File: config.mk
export PLATFORM = sky130hd
export DESIGN_NAME = bl_pwm_duty
export DESIGN_NICKNAME = d
export VERILOG_FILES = /design/src/rtl/bl_pwm_pkg.sv /design/src/rtl/bl_level_scaler.sv /design/src/rtl/bl_duty_buffer.sv /design/src/rtl/bl_pwm_gen.sv /design/src/rtl/bl_pwm_duty.sv
export SDC_FILE = /design/constraint.sdc
export NUM_CORES = 1
export LEC_CHECK = 0
export ABC_CLOCK_PERIOD_IN_PS = 4470
export CAP_MARGIN = 20
export CELL_PAD_IN_SITES_DETAIL_PLACEMENT = 1
export CELL_PAD_IN_SITES_GLOBAL_PLACEMENT = 1
export CORE_UTILIZATION = 50
export DETAILED_ROUTE_END_ITERATION = 10
export MAX_ROUTING_LAYER = met4
export PLACE_DENSITY_LB_ADDON = 0.12
export RECOVER_POWER = 100
export SLEW_MARGIN = 20
export SYNTH_ARGS = -nofsm -noshare
export SYNTH_HDL_FRONTEND = slang
export SYNTH_SLANG_ARGS = --single-unit
File: constraint.sdc
create_clock -name clk -period 4.47 [get_ports clk]
set_input_delay 1.1175 -clock clk [delete_from_list [all_inputs] [get_ports clk]]
set_output_delay 1.1175 -clock clk [all_outputs]
set_load 0.005 [all_outputs]
File: src/rtl/bl_pwm_pkg.sv
package bl_pwm_pkg;
    localparam int BL_LVL_W  = 8;
    localparam int BL_DUTY_W = 16;
    localparam int BL_BC_W   = 5;
endpackage

File: src/rtl/bl_level_scaler.sv
module bl_level_scaler #(
    parameter int LVL_W  = bl_pwm_pkg::BL_LVL_W,
    parameter int DUTY_W = bl_pwm_pkg::BL_DUTY_W,
    parameter int BC_W   = bl_pwm_pkg::BL_BC_W
) (
    input  logic [LVL_W-1:0]  level_i,
    input  logic [DUTY_W-1:0] period_i,
    input  logic [BC_W-1:0]   bitcnt_i,
    output logic [DUTY_W-1:0] period_m_o,
    output logic [DUTY_W-1:0] duty_o,
    output logic [BC_W-1:0]   frac_o
);
    localparam int EXP_W  = 3 * LVL_W;
    localparam int U_W    = 2 * LVL_W + 1;
    localparam int PROD_W = U_W + DUTY_W;
    localparam logic [BC_W-1:0] FULL = BC_W'(DUTY_W);

    logic [BC_W-1:0]   bits;
    logic [EXP_W-1:0]  expanded;
    logic [U_W-1:0]    unit;
    logic [PROD_W-1:0] prod;
    logic [PROD_W-1:0] pre_round;
    logic [PROD_W-1:0] shifted;

    always_comb begin
        bits       = (bitcnt_i == '0 || bitcnt_i > FULL) ? FULL : bitcnt_i;
        period_m_o = period_i & ~({DUTY_W{1'b1}} << bits);
        expanded   = {3{level_i}};
        unit       = {1'b0, expanded[EXP_W-1 -: 2*LVL_W]}
                   + {{(U_W-1){1'b0}}, expanded[LVL_W-1]};
        prod       = PROD_W'(unit) * PROD_W'(period_m_o);
        pre_round  = prod >> (bits - 1'b1);
        shifted    = pre_round >> 1;
        duty_o     = shifted[DUTY_W-1:0] + {{(DUTY_W-1){1'b0}}, pre_round[0]};
        frac_o     = FULL - bits;
    end
endmodule

File: src/rtl/bl_duty_buffer.sv
module bl_duty_buffer #(
    parameter int DUTY_W = bl_pwm_pkg::BL_DUTY_W
) (
    input  logic              clk,
    input  logic              rst_n,
    input  logic              wr_i,
    input  logic [DUTY_W-1:0] duty_i,
    input  logic              lock_i,
    input  logic              lock_ign_i,
    input  logic              roll_i,
    output logic [DUTY_W-1:0] active_o,
    output logic              pending_o,
    output logic              locked_o
);
    typedef struct packed {
        logic [DUTY_W-1:0] shadow;
        logic [DUTY_W-1:0] active;
        logic              pending;
        logic              locked;
    } buf_state_t;

    buf_state_t state_d, state_q;
    logic       lock_now;
    logic       unlock_ev;

    always_comb begin
        state_d   = state_q;
        lock_now  = lock_i & lock_ign_i;
        unlock_ev = state_q.locked & ~lock_now;
        state_d.locked = lock_now;
        if (wr_i) begin
            state_d.shadow = duty_i;
        end
        if (state_q.pending && !lock_now && roll_i) begin
            state_d.active  = state_q.shadow;
            state_d.pending = 1'b0;
        end
        if (!lock_now && (wr_i || unlock_ev)) begin
            state_d.pending = (state_d.shadow != state_d.active);
        end
    end

    always_ff @(posedge clk or negedge rst_n) begin
        if (!rst_n) begin
            state_q <= '0;
        end else begin
            state_q <= state_d;
        end
    end

    assign active_o  = state_q.active;
    assign pending_o = state_q.pending;
    assign locked_o  = state_q.locked;
endmodule

File: src/rtl/bl_pwm_gen.sv
module bl_pwm_gen #(
    parameter int DUTY_W = bl_pwm_pkg::BL_DUTY_W,
    parameter int BC_W   = bl_pwm_pkg::BL_BC_W
) (
    input  logic              clk,
    input  logic              rst_n,
    input  logic              en_i,
    input  logic [DUTY_W-1:0] period_m_i,
    input  logic [BC_W-1:0]   frac_i,
    input  logic [DUTY_W-1:0] active_i,
    output logic              roll_o,
    output logic              pwm_o
);
    typedef struct packed {
        logic [DUTY_W-1:0] cnt;
        logic              pwm;
    } gen_state_t;

    gen_state_t        state_d, state_q;
    logic [DUTY_W-1:0] thresh;
    logic              zero_period;

    always_comb begin
        state_d     = state_q;
        zero_period = (period_m_i == '0);
        thresh      = active_i >> frac_i;
        roll_o      = zero_period || (state_q.cnt >= period_m_i - 1'b1);
        state_d.cnt = roll_o ? '0 : state_q.cnt + 1'b1;
        state_d.pwm = en_i && !zero_period && (state_q.cnt < thresh);
    end

    always_ff @(posedge clk or negedge rst_n) begin
        if (!rst_n) begin
            state_q <= '0;
        end else begin
            state_q <= state_d;
        end
    end

    assign pwm_o = state_q.pwm;
endmodule

File: src/rtl/bl_pwm_duty.sv
module bl_pwm_duty #(
    parameter int LVL_W  = bl_pwm_pkg::BL_LVL_W,
    parameter int DUTY_W = bl_pwm_pkg::BL_DUTY_W,
    parameter int BC_W   = bl_pwm_pkg::BL_BC_W
) (
    input  logic              clk,
    input  logic              rst_n,
    input  logic [LVL_W-1:0]  level_i,
    input  logic              level_wr_i,
    input  logic [DUTY_W-1:0] period_i,
    input  logic [BC_W-1:0]   bitcnt_i,
    input  logic              pwm_en_i,
    input  logic              lock_ign_i,
    input  logic              lock_i,
    output logic              pwm_o,
    output logic              pending_o
);
    logic [DUTY_W-1:0] period_m;
    logic [DUTY_W-1:0] duty_calc;
    logic [BC_W-1:0]   frac;
    logic [DUTY_W-1:0] active;
    logic              roll;
    logic              locked;

    bl_level_scaler #(.LVL_W(LVL_W), .DUTY_W(DUTY_W), .BC_W(BC_W)) u_scaler (
        .level_i    (level_i),
        .period_i   (period_i),
        .bitcnt_i   (bitcnt_i),
        .period_m_o (period_m),
        .duty_o     (duty_calc),
        .frac_o     (frac)
    );

    bl_duty_buffer #(.DUTY_W(DUTY_W)) u_buffer (
        .clk        (clk),
        .rst_n      (rst_n),
        .wr_i       (level_wr_i),
        .duty_i     (duty_calc),
        .lock_i     (lock_i),
        .lock_ign_i (lock_ign_i),
        .roll_i     (roll),
        .active_o   (active),
        .pending_o  (pending_o),
        .locked_o   (locked)
    );

    bl_pwm_gen #(.DUTY_W(DUTY_W), .BC_W(BC_W)) u_gen (
        .clk        (clk),
        .rst_n      (rst_n),
        .en_i       (pwm_en_i),
        .period_m_i (period_m),
        .frac_i     (frac),
        .active_i   (active),
        .roll_o     (roll),
        .pwm_o      (pwm_o)
    );
endmodule

==> impl_metrics.py, run 1 <==
metrics = {
    "run_status": {
        "run_status": "stopped before the end",
        "last-stage-reached": "4_1_cts",
        "firstError": "[ERROR DPL-0033] detailed placement checks failed during check placement.",
    },
    "logic_synthesis": {
        "compound_gate_portion_of_the_synthesized_area": 0.172,
        "yosys.area_share.adder": 0.352,
        "synthXorXnorAreaFrac": 0.0384,
        "synthesized_area_fraction_occupied_by_and_or_nand_nor_cells": 0.222,
        "synth.avg_cell_area_um2": 7.89,
        "netlist.area_leader.share": 0.245,
        "synth.yosys.seq_area_share": 0.0751,
        "ys_dominant_reg_cell": "sky130_fd_sc_hd__dfrtp_1",
        "synth_most_common_cell": "sky130_fd_sc_hd__inv_1",
        "syn_inst": 2155,
        "netlist_area_mm2": 0.0170,
        "synth.lib_cells_used.distinct": 103,
        "netlist_top_cells_count": "sky130_fd_sc_hd__inv_1, sky130_fd_sc_hd__nand2_1, sky130_fd_sc_hd__nor2_1",
        "postSynthNetCount": 2544,
        "ys_ff_latch": 51,
        "synth_enable_flop_cells": 0,
        "synth_top_area_cell": "sky130_fd_sc_hd__fa_1",
        "largest_family_of_logic_cells_by_synthesized_area": "adder cells",
        "synth_area_leaders": "sky130_fd_sc_hd__fa_1, sky130_fd_sc_hd__ha_1, sky130_fd_sc_hd__dfrtp_1, sky130_fd_sc_hd__inv_1, sky130_fd_sc_hd__nand2_1",
        "yosys_warnings": 0,
        "post_synth_mux_area_share": 0.0493,
        "synthArstFlopShare": 1.00,
    },
    "floorplan": {
        "die_width_um": 186,
        "io-pin-count": 37,
        "effective_utilization_at_floorplan": 0.507,
        "num_rows": 67,
        "fp.dieH_um": 186,
    },
    "cts": {
        "postCtsResizedCells": 300,
        "cts_inserted_buffers": 5,
        "clockRootBuffer": "sky130_fd_sc_hd__clkbuf_16",
        "post-cts-setup-buffer-count": 54,
        "clock_tree.buffer_depth": 2,
        "ctsHtreeMaxLevel": 2,
        "ctsHoldBuffers": 0,
        "clock_sinks": 51,
    },
    "placed_design": {
        "numPortBuffers": 36,
        "post-dp-hpwl_um": 75400,
        "preCtsSetupSlack_ns": -7.84,
        "rd_place_congestion": 1.11,
    },
}
-- cell families after synthesis --
kind of cell	count (synthesis)
simple gates	808
compound gates	402
fa+ha+maj	354
xor+xnor	73
mux	74
buf+inv	393
flops	51
-- stage by stage --
| stage | setup TNS [ns] | util | area (µm²) | std cells | hold slack (ns) |
|---|---|---|---|---|---|
| after detailed placement | -199.52 | 0.666 | 22300 | 3099 | 0.539 |
| after floorplan | -112.83 | - | 17700 | 2155 | 0.480 |
| after global placement | -174.24 | 0.666 | 22300 | 3099 | 0.507 |
==> run 2: changes to the inputs <==
--- a/config.mk
+++ b/config.mk
@@ -7,12 +7,9 @@
 export LEC_CHECK = 0
 export ABC_CLOCK_PERIOD_IN_PS = 4470
 export CAP_MARGIN = 20
-export CELL_PAD_IN_SITES_DETAIL_PLACEMENT = 1
-export CELL_PAD_IN_SITES_GLOBAL_PLACEMENT = 1
-export CORE_UTILIZATION = 50
+export CORE_UTILIZATION = 40
 export DETAILED_ROUTE_END_ITERATION = 10
-export MAX_ROUTING_LAYER = met4
-export PLACE_DENSITY_LB_ADDON = 0.12
+export PLACE_DENSITY_LB_ADDON = 0.15
 export RECOVER_POWER = 100
 export SLEW_MARGIN = 20
 export SYNTH_ARGS = -nofsm -noshare
==> impl_metrics.py, run 2 <==
metrics = {
    "run_status": {
        "run_status": "finished, violations left",
        "failed_checks": "capacitance limit, slew limit, setup timing",
    },
    "cells_and_area": {
        "layout-drive-gt1-share": 0.350,
        "mostFrequentLayoutCells": "sky130_fd_sc_hd__buf_4, sky130_fd_sc_hd__nand2_1, sky130_fd_sc_hd__inv_1",
        "most_common_library_cell_in_the_layout_ignoring_fill_and_taps": "sky130_fd_sc_hd__buf_4",
        "instances_no_fill": 3279,
        "antenna-diode-count": 0,
        "syn2layout_area_growth_pct": 42.6,
        "final_nets": 3128,
        "layout.filler_cells": 3828,
    },
    "sta": {
        "final_max_slew_viol_count": 41,
        "grt_setup_unrepaired": "true",
        "clock.fmax_ghz": 0.0953,
        "layout_setup_ws_ns": -6.02,
        "maxSlewHeadroom": -0.548,
        "total_setup_violations_reported_at_the_end_of_the_flow": 50,
        "hold_viol_final": 0,
        "tightestPinTransition_ns": 2.32,
        "post-route-period-util": 2.35,
        "finClkSkew_ns": 0.00705,
        "post-route-min-period_ns": 10.49,
    },
    "floorplan": {
        "num_rows": 75,
        "fp.dieH_um": 208,
        "core_mm2": 0.0419,
        "fp.dieArea_mm2": 0.0433,
        "io-pin-count": 37,
        "die_width_um": 208,
        "effective_utilization_at_floorplan": 0.405,
    },
    "worst_setup_path": {
        "max_stage_delay_ns": 0.58,
        "timing.critical_path.required_ns": 4.65,
        "worstPathArrival_ns": 10.67,
        "timing.critical_path.slowest_stage_cell": "sky130_fd_sc_hd__fa_1",
        "worstSetupStartpointType": "primary input",
        "worst_path_most_repeated_cell": "sky130_fd_sc_hd__fa_1",
        "crit_path_end_kind": "flip-flop",
        "timing.critical_path.fanout_max": 5,
        "worstSetupPathType": "primary input to flip-flop",
    },
    "cts": {
        "cts_inserted_buffers": 5,
        "clock_sinks": 51,
        "cts_tree": "done",
        "clockRootBuffer": "sky130_fd_sc_hd__clkbuf_16",
        "ctsHtreeMaxLevel": 2,
        "clock_tree.buffer_depth": 2,
        "later_pin_clock_latency_in_the_skew_report_ns": 0.30,
        "clkTransAtPathRegs_ns": 0.07,
    },
    "logic_synthesis": {
        "synthArstFlopShare": 1.00,
        "ys_ff_latch": 51,
        "synthesized_area_fraction_occupied_by_and_or_nand_nor_cells": 0.222,
        "netlist_top_cells_count": "sky130_fd_sc_hd__inv_1, sky130_fd_sc_hd__nand2_1, sky130_fd_sc_hd__nor2_1",
        "yosys.area_share.adder": 0.352,
        "syn_inst": 2155,
        "post_synth_mux_area_share": 0.0493,
        "synthXorXnorAreaFrac": 0.0384,
        "compound_gate_portion_of_the_synthesized_area": 0.172,
        "synth.yosys.seq_area_share": 0.0751,
        "largest_family_of_logic_cells_by_synthesized_area": "adder cells",
        "synth.avg_cell_area_um2": 7.89,
        "synth_enable_flop_cells": 0,
        "netlist_area_mm2": 0.0170,
        "synth.lib_cells_used.distinct": 103,
        "synth_most_common_cell": "sky130_fd_sc_hd__inv_1",
        "yosys_warnings": 0,
        "netlist.area_leader.share": 0.245,
        "synth_area_leaders": "sky130_fd_sc_hd__fa_1, sky130_fd_sc_hd__ha_1, sky130_fd_sc_hd__dfrtp_1, sky130_fd_sc_hd__inv_1, sky130_fd_sc_hd__nand2_1",
        "synth_top_area_cell": "sky130_fd_sc_hd__fa_1",
        "ys_dominant_reg_cell": "sky130_fd_sc_hd__dfrtp_1",
        "postSynthNetCount": 2544,
    },
    "detailed_routing": {
        "detail_route.iter0.violations": 1306,
        "firstDrtPassIters": 5,
        "route.detailed.drc": 0,
        "post_drt_wl_per_cell_um": 20.1,
        "via_count": 18100,
        "final_antenna_net_count": 0,
        "drt-vias-per-instance": 5.53,
        "totalWireLength_um": 66100,
    },
    "global_routing": {
        "grt_pass1_vias": 18800,
        "global_route.overflow_total": 0,
        "grt_antenna_before_repair": 0,
        "grt_util_all_layers": 0.306,
        "first_pass_grt_wire_length_um": 104000,
        "grt_start_max_net_pins": 70,
    },
    "hold_path": {
        "hold_class": "flip-flop to flip-flop",
    },
    "job": {
        "maxCapViolations": 1,
    },
    "placed_design": {
        "numPortBuffers": 36,
        "rd_place_congestion": 0.991,
        "post-dp-hpwl_um": 55700,
        "placedCellCount": 3204,
    },
}
==> run 2: cell counts after synthesis <==
Identical to the previous run, type by type.
==> run 2: critical path, delay by kind of cell <==
| kind | cells | cell delay, ns |
|---|---|---|
| compound gates | 10 | 2.11 |
| fa+ha+maj | 11 | 4.19 |
| buf+inv | 10 | 0.87 |
| simple gates | 11 | 2.16 |
| xor+xnor | 1 | 0.20 |
==> run 2: cells by family (layout without fill, tap and decap cells) <==
group,count (synthesis),count (layout)
flops,51,51
simple gates,808,808
mux,74,74
buf+inv,393,978
fa+ha+maj,354,354
xor+xnor,73,73
compound gates,402,402
==> run 2: final cells by class <==
| type | instances | area, µm² | share of cell area |
|---|---|---|---|
| clock buffers | 6 | 129 | 0.00531 |
| clock inverters | 2 | 16.3 | 0.000671 |
| inverters | 289 | 1090 | 0.0449 |
| multi-input cells | 1711 | 15600 | 0.644 |
| flip-flops and latches | 51 | 1280 | 0.0526 |
| well taps | 539 | 674 | 0.0278 |
| repair buffers | 681 | 5450 | 0.225 |
==> run 2: final timing paths <==
path                                      startpoint               endpoint  slack (ns)  cells past startpoint
worst max-delay path                     bitcnt_i[2]     u_buffer.pending_o       -6.02                     43
max in group asynchronous                      rst_n   u_buffer.active_o[4]        1.05                      2
worst min-delay path            u_buffer.state_q[28]  u_buffer.active_o[10]        0.54                      1
worst min register to register  u_buffer.state_q[28]  u_buffer.active_o[10]        0.54                      1
worst max register to register     u_gen.state_q[10]     u_buffer.pending_o        0.55                     17
min in group asynchronous                      rst_n       u_gen.state_q[9]        0.82                      1
==> run 2: through the flow <==
step | hold WS (ns) | worst slack, ns | cell area (µm²) | util | TNS (ns)
after floorplan | 0.480 | -5.59 | 17700 | - | -112.83
after global placement | 0.505 | -6.88 | 22500 | 0.536 | -170.30
after detailed placement | 0.506 | -6.91 | 22500 | 0.536 | -173.20
after CTS | 0.526 | -5.98 | 23600 | 0.563 | -133.31
after global routing | 0.557 | -6.30 | 24200 | 0.578 | -145.26
final | 0.536 | -6.02 | 24200 | 0.578 | -134.27
==> run 2: what timing repair did <==
| action | in CTS | in global routing |
|---|---|---|
| pin swaps | 66 | 63 |
| setup endpoints to repair | 50 | 50 |
| gates resized for setup | 175 | 119 |
| hold buffers | 0 | 0 |
| buffers inserted | 52 | 21 |
==> run 2: routing by layer <==
| layer | GRT usage | part of all wire | up-vias |
|---|---|---|---|
| met5 | 0 | 0 | - |
| met4 | 0.0963 | 0.036 | 0 |
| met3 | 0.0232 | 0.045 | 128 |
| met2 | 0.523 | 0.48 | 508 |
| met1 | 0.412 | 0.44 | 9003 |
| li1 | - | - | 8497 |
Power of run 2 is not shown: default switching activity piles up to over one toggle a cycle in this logic, so the estimate is an artifact.
